$ cat config.mk
export PLATFORM = sky130hd
export DESIGN_NAME = updown_pwm
export DESIGN_NICKNAME = d
export VERILOG_FILES = /design/src/rtl/updown_pwm_pkg.sv /design/src/rtl/updown_pwm_timebase.sv /design/src/rtl/updown_pwm_chan.sv /design/src/rtl/updown_pwm.sv
export SDC_FILE = /design/constraint.sdc
export NUM_CORES = 1
export LEC_CHECK = 0
export ABC_AREA = 0
export BUFFER_PORTS_ARGS = -buffer_cell sky130_fd_sc_hd__buf_2
export CORE_MARGIN = 5
export CORE_UTILIZATION = 49
export DETAILED_ROUTE_END_ITERATION = 10
export GPL_TIMING_DRIVEN = 1
export PLACE_DENSITY_LB_ADDON = 0.15
export SLEW_MARGIN = 30
export SYNTH_ARGS = -nofsm -noshare
export SYNTH_HDL_FRONTEND = slang
export SYNTH_SLANG_ARGS = --single-unit
export TNS_END_PERCENT = 30
$ cat constraint.sdc
create_clock -name clk -period 2.6 [get_ports clk]
set_input_delay 0.26 -clock clk [delete_from_list [all_inputs] [get_ports clk]]
set_output_delay 0.26 -clock clk [all_outputs]
set_load 0.01 [all_outputs]
$ cat src/rtl/updown_pwm_pkg.sv
package updown_pwm_pkg;

  // Two-bit action codes applied on a compare event.
  typedef enum logic [1:0] {
    ACT_NONE = 2'b00,
    ACT_CLR  = 2'b01,
    ACT_SET  = 2'b10,
    ACT_TGL  = 2'b11
  } pwm_act_e;

  localparam int unsigned NUM_CHAN = 2;

  // New output level after an action is applied to the current level.
  function automatic logic f_apply(input logic [1:0] act, input logic cur);
    logic res;
    unique case (pwm_act_e'(act))
      ACT_NONE: res = cur;
      ACT_CLR:  res = 1'b0;
      ACT_SET:  res = 1'b1;
      default:  res = ~cur;
    endcase
    return res;
  endfunction

  // Output level after one clock, given the events seen on that clock.
  function automatic logic f_out_next(input logic ev_up, input logic ev_dn,
                                      input logic [1:0] act_up,
                                      input logic [1:0] act_dn,
                                      input logic cur);
    logic res;
    if (ev_up)      res = f_apply(act_up, cur);
    else if (ev_dn) res = f_apply(act_dn, cur);
    else            res = cur;
    return res;
  endfunction

endpackage

$ cat src/rtl/updown_pwm_timebase.sv
module updown_pwm_timebase #(
  parameter int unsigned W = 16
) (
  input  logic         clk,
  input  logic         rst,
  input  logic         ctr_clr,
  input  logic         prd_wr,
  input  logic [W-1:0] prd_wdata,
  output logic [W-1:0] ctr,
  output logic         dir_down,
  output logic [W-1:0] prd_act,
  output logic         at_zero
);

  localparam logic [W-1:0] ONE = {{(W-1){1'b0}}, 1'b1};

  logic [W-1:0] ctr_q, ctr_n;
  logic         dir_q, dir_n;
  logic [W-1:0] prd_sh_q;
  logic [W-1:0] prd_act_q;
  logic         at_top;

  assign at_zero = (ctr_q == '0);
  // Peak reached while rising: turn around on this clock.
  assign at_top  = !dir_q && !at_zero && (ctr_q >= prd_act_q);

  always_comb begin
    if (ctr_clr) begin
      ctr_n = '0;
      dir_n = 1'b0;
    end else if (at_zero) begin
      // Period is being reloaded now; start rising with the incoming value.
      ctr_n = (prd_sh_q == '0) ? '0 : ONE;
      dir_n = 1'b0;
    end else if (at_top) begin
      ctr_n = ctr_q - ONE;
      dir_n = 1'b1;
    end else if (dir_q) begin
      ctr_n = ctr_q - ONE;
      dir_n = 1'b1;
    end else begin
      ctr_n = ctr_q + ONE;
      dir_n = 1'b0;
    end
  end

  always_ff @(posedge clk) begin
    if (rst) begin
      ctr_q     <= '0;
      dir_q     <= 1'b0;
      prd_sh_q  <= '0;
      prd_act_q <= '0;
    end else begin
      ctr_q <= ctr_n;
      dir_q <= dir_n;
      if (prd_wr)  prd_sh_q  <= prd_wdata;
      if (at_zero) prd_act_q <= prd_sh_q;
    end
  end

  assign ctr      = ctr_q;
  assign dir_down = dir_q;
  assign prd_act  = prd_act_q;

endmodule

$ cat src/rtl/updown_pwm_chan.sv
module updown_pwm_chan
  import updown_pwm_pkg::*;
#(
  parameter int unsigned W = 16
) (
  input  logic         clk,
  input  logic         rst,
  input  logic         at_zero,
  input  logic         dir_down,
  input  logic [W-1:0] ctr,
  input  logic         cmp_wr,
  input  logic [W-1:0] cmp_wdata,
  input  logic [1:0]   act_up,
  input  logic [1:0]   act_dn,
  output logic [W-1:0] cmp_act,
  output logic         evt_up,
  output logic         evt_dn,
  output logic         pwm
);

  logic [W-1:0] cmp_sh_q;
  logic [W-1:0] cmp_act_q;
  logic         pwm_q;
  logic         match;

  assign match  = (ctr == cmp_act_q);
  // Direction before any turn on this clock qualifies the match.
  assign evt_up = match && !dir_down;
  assign evt_dn = match &&  dir_down;

  always_ff @(posedge clk) begin
    if (rst) begin
      cmp_sh_q  <= '0;
      cmp_act_q <= '0;
      pwm_q     <= 1'b0;
    end else begin
      if (cmp_wr)  cmp_sh_q  <= cmp_wdata;
      if (at_zero) cmp_act_q <= cmp_sh_q;
      pwm_q <= f_out_next(evt_up, evt_dn, act_up, act_dn, pwm_q);
    end
  end

  assign cmp_act = cmp_act_q;
  assign pwm     = pwm_q;

endmodule

$ cat src/rtl/updown_pwm.sv
module updown_pwm
  import updown_pwm_pkg::*;
#(
  parameter int unsigned W = 16
) (
  input  logic         clk,
  input  logic         rst,
  input  logic         ctr_clr,
  input  logic         prd_wr,
  input  logic [W-1:0] prd_wdata,
  input  logic         cmpa_wr,
  input  logic [W-1:0] cmpa_wdata,
  input  logic         cmpb_wr,
  input  logic [W-1:0] cmpb_wdata,
  input  logic [1:0]   act_a_up,
  input  logic [1:0]   act_a_dn,
  input  logic [1:0]   act_b_up,
  input  logic [1:0]   act_b_dn,
  output logic [W-1:0] ctr,
  output logic         dir_down,
  output logic         out_a,
  output logic         out_b
);

  localparam int unsigned NCH = NUM_CHAN;

  // Named internal events, visible to the bound checker.
  logic [W-1:0] prd_act;
  logic         at_zero;
  logic [W-1:0] cmp_act_a, cmp_act_b;
  logic         evt_a, evt_b;

  logic         ch_wr    [NCH];
  logic [W-1:0] ch_wdata [NCH];
  logic [1:0]   ch_up    [NCH];
  logic [1:0]   ch_dn    [NCH];
  logic [W-1:0] ch_cmp   [NCH];
  logic         ch_evu   [NCH];
  logic         ch_evd   [NCH];
  logic         ch_pwm   [NCH];

  assign ch_wr[0]    = cmpa_wr;
  assign ch_wr[1]    = cmpb_wr;
  assign ch_wdata[0] = cmpa_wdata;
  assign ch_wdata[1] = cmpb_wdata;
  assign ch_up[0]    = act_a_up;
  assign ch_up[1]    = act_b_up;
  assign ch_dn[0]    = act_a_dn;
  assign ch_dn[1]    = act_b_dn;

  updown_pwm_timebase #(.W(W)) u_tb (
    .clk       (clk),
    .rst       (rst),
    .ctr_clr   (ctr_clr),
    .prd_wr    (prd_wr),
    .prd_wdata (prd_wdata),
    .ctr       (ctr),
    .dir_down  (dir_down),
    .prd_act   (prd_act),
    .at_zero   (at_zero)
  );

  for (genvar g = 0; g < NCH; g++) begin : g_chan
    updown_pwm_chan #(.W(W)) u_chan (
      .clk       (clk),
      .rst       (rst),
      .at_zero   (at_zero),
      .dir_down  (dir_down),
      .ctr       (ctr),
      .cmp_wr    (ch_wr[g]),
      .cmp_wdata (ch_wdata[g]),
      .act_up    (ch_up[g]),
      .act_dn    (ch_dn[g]),
      .cmp_act   (ch_cmp[g]),
      .evt_up    (ch_evu[g]),
      .evt_dn    (ch_evd[g]),
      .pwm       (ch_pwm[g])
    );
  end

  assign cmp_act_a = ch_cmp[0];
  assign cmp_act_b = ch_cmp[1];
  assign evt_a     = ch_evu[0] | ch_evd[0];
  assign evt_b     = ch_evu[1] | ch_evd[1];
  assign out_a     = ch_pwm[0];
  assign out_b     = ch_pwm[1];

endmodule

==> flow_summary.rst <==
.. list-table::
   :header-rows: 1

   * - Metric
     - Value
   * - Global-route wire length before repair
     - between 20000 and 25000 um
   * - Main area contributors after synthesis
     - dfxtp_1 (42%), mux2i_1 (12%), nand2_1 (7.2%)
   * - Most used flip-flop cell after synthesis
     - dfxtp_1
   * - Die outline height
     - 115 um
   * - Cell type with the largest total area after synthesis
     - dfxtp_1
   * - Syn_area_per_cell
     - ~8.6 um^2
   * - Vias in the first global route
     - 4660
   * - Routed Wire Length
     - 13900 um
   * - Slowest cell on the critical path
     - or3_4
   * - Area Overhead vs Synth
     - 31.4%
   * - Count of flip-flops with a built-in enable after synthesis
     - 0
   * - Gate count of the mapped netlist
     - approximately 630
   * - Cell chain of the critical path
     - inv_1, ha_1, nand4_1, or3_4, o221ai_4, buf_12, mux2i_1, xnor2_1, nor2_1
   * - Post-synthesis register bit count
     - around 120
   * - Timing-limited maximum frequency
     - 395 MHz
   * - Die ar.
     - 13300 um^2
   * - Gp weighted congestion
     - just under 0.9
   * - Effective utilization at floorplan
     - 0.500
   * - Setup violators final
     - 0
   * - Detail-routed net length per standard cell
     - approximately 15 um
   * - H-tree lvl count
     - 4
   * - Count of warnings emitted by yosys
     - 0
   * - Peak supply drop
     - roughly 930 uV
   * - Post-route insts no fill
     - 917
   * - Fin util
     - 0.657
   * - Status
     - complete, no violations
   * - Starting DRC count in detailed routing
     - between 200 and 300
   * - Number of nets at the end of the flow
     - about 850
   * - Count of standard-cell rows
     - 38
   * - Dpl hpwl
     - 9550 um
   * - Maximum fanout count along the critical path
     - 8
   * - Root buffer cell
     - clkbuf_8
   * - Vias per cell
     - 5.18
   * - Top-area cell type share of the netlist area
     - 0.423
   * - Number of sinks handled by clock tree synthesis
     - around 120
   * - First-pass iteration count of the detailed router
     - 4
   * - Clock transition at path regs
     - roughly 60 ps
   * - Critical path class
     - reg -> reg
   * - Post-synth net total
     - slightly above 700
   * - Required time at the endpoint of the critical path
     - around 3000 ps
   * - Least-Margin Pin Slew
     - 611 ps
   * - Count of nets left with antenna violations after detail routing
     - 0
   * - Initial antenna violation count
     - 0
   * - Share of layout cells above drive strength 1
     - 0.196
   * - Clock Skews
     - approximately 6.7 ps
   * - CP endpoint kind
     - register
   * - Placeable core region
     - about 11000 um^2
   * - DIE WIDTH
     - roughly 120 um
   * - Pin count of the biggest net entering global routing
     - 45
   * - Arrival time at the worst endpoint
     - a little under 3000 ps
   * - Min Clock Period, post-route
     - about 2500 ps
   * - Max Root-Sink Buffers
     - 2
   * - Placed insts
     - a little over 800
   * - Post-route clock period utilization
     - 0.974
   * - Worst-Skew Late Latency
     - ~530 ps
   * - Drt drc
     - 0
   * - Startpoint types
     - register
   * - Netlist Area Pre-Place
     - roughly 5400 um^2
   * - Power density of the placed cells
     - approximately 1400 nW/um^2
   * - Normalized max-slew margin
     - 0.589
   * - Worst Hold Class
     - in -> reg
   * - Distinct cells, synth
     - 39
   * - Maximum single-stage delay on the critical path
     - 440 ps
   * - Final-report max-slew violation count
     - 0
   * - Post-synth ARST share
     - 0
   * - Count leader, synth
     - dfxtp_1
   * - P_leak
     - between 3 and 4 nW
   * - Port Buf Inserts
     - 80
   * - Number of ports placed on the die boundary
     - 81
   * - Number of hold violations in the final report
     - 0
   * - Overall track demand over capacity in global routing
     - 0.213
   * - Commonest cells in the synthesized netlist
     - dfxtp_1 (115), nand2_1 (105), nor2_1 (75)
   * - Diode insertion count for antenna repair
     - 0
   * - Number of buffers created by CTS
     - 17
   * - Part of the Yosys area used for sequential elements
     - 0.423
   * - GRT Residual Overflow
     - 0
   * - Via count
     - between 4000 and 5000
   * - Clock tree from TritonCTS
     - yes
   * - Max_cap viols
     - 0
[flip-flops by register name, summed over array words and instances, names as in the netlist]
register	count
g_chan.u_chan.pwm	2
u_tb.prd_sh_q	16
u_tb.prd_act	16
g_chan.u_chan.cmp_act	32
u_tb.ctr	16
u_tb.dir_down	1
g_chan.u_chan.cmp_sh_q	32
[stage by stage]
stage                     TNS, ps  total power, mW  instance area, um^2  hold slack (ps)  worst slack, ps
after floorplan                 0             6.14                 5450              336             2.16
after global placement          0             7.10                 6000              446              141
after detailed placement        0             7.21                 6000              449             88.6
after CTS                       0             9.53                 7060              128             62.0
after global routing        -25.5             10.9                 7160              155            -25.5
final                           0             10.2                 7160              145             67.6
[cell type report]
| class | count | area, um^2 |
|---|---|---|
| Tap cell | 140 | 175 |
| Timing Repair Buffer | 158 | 1120 |
| Sequential cell | 115 | 2300 |
| Inverter | 27 | 101 |
| Clock buffer | 22 | 463 |
| Clock inverter | 10 | 106 |
| Fill cell | 891 | 3730 |
| Multi-Input combinational cell | 445 | 2890 |
[timing repair]
item | CTS | global route
gates resized for setup | 0 | 5
hold endpoints to repair | 50 | 0
buffers inserted | 0 | 7
endpoints found under the setup margin | 0 | 8
hold buffers | 49 | 0
[routing by layer]
| metal | part of all wire | vias up | track usage | wire length [um] |
|---|---|---|---|---|
| li1 | - | 2381 | - | - |
| met1 | 0.44 | 2248 | 0.261 | 6140 |
| met2 | 0.49 | 97 | 0.360 | 6850 |
| met3 | 0.047 | 22 | 0.0621 | 649 |
| met4 | 0.017 | 0 | 0.0712 | 237 |
| met5 | 0 | - | 0 | 0 |
[layout by cell type (no fill, tap or decap), types with 2 or more instances in the layout]
master	netlist	final
nand3_1	11	11
clkinv_2	0	6
a211o_1	2	2
nand4_1	10	10
mux2i_1	63	62
and4_1	2	2
clkbuf_1	33	2
nor2b_1	4	3
nor4_1	10	10
dfxtp_1	115	115
buf_2	7	80
and3_1	4	4
a311oi_1	2	2
clkbuf_8	0	4
nor2_1	75	75
xnor2_1	25	25
xor2_1	20	20
nor3_1	4	3
dlygate4sd3_1	0	49
nand2_1	105	105
clkbuf_16	0	16
bufinv_16	0	2
ha_1	26	26
inv_1	27	27
or3_1	8	7
buf_4	2	28
a31oi_1	2	2
nand2b_1	3	3
o21ai_0	2	2
a21oi_1	52	52
[worst max-delay path: cells and delay by family, from the launching register on]
family	cells	cell delay (ps)
AOI/OAI and AO/OA	1	330
muxes	1	270
adders and majority gates	1	300
DFF	1	320
and+or+nand+nor	3	740
buffers and inverters	2	230
xor gates and xnor gates	1	180
[worst paths after layout]
path	from	end	slack, ps	depth (start not counted)
max	u_tb.prd_act[13]	u_tb.ctr[14]	70	9
max reg2reg	u_tb.prd_act[13]	u_tb.ctr[14]	70	9
min	rst	g_chan[0].u_chan.cmp_sh_q[2]	140	2
min reg2reg	g_chan[1].u_chan.cmp_sh_q[14]	g_chan[1].u_chan.cmp_act[14]	450	2
[power breakdown]
group | total [mW] | leakage (nW) | internal [mW] | switching, mW
Sequential | 2.24 | 0.941 | 2.04 | 0.203
Clock | 2.23 | 0.284 | 1.43 | 0.797
Combinational | 5.76 | 1.99 | 2.64 | 3.12
Total | 10.2 | 3.21 | 6.11 | 4.12
[kinds of logic after synthesis]
group | after synthesis | share of synthesized area
mux | 64 | 0.118
compound gates | 69 | 0.0788
simple gates | 240 | 0.192
xor+xnor | 45 | 0.0723
flops | 115 | 0.423
fa+ha+maj | 26 | 0.0597
buf+inv | 72 | 0.0567
Power figures use the tool's default switching activity.
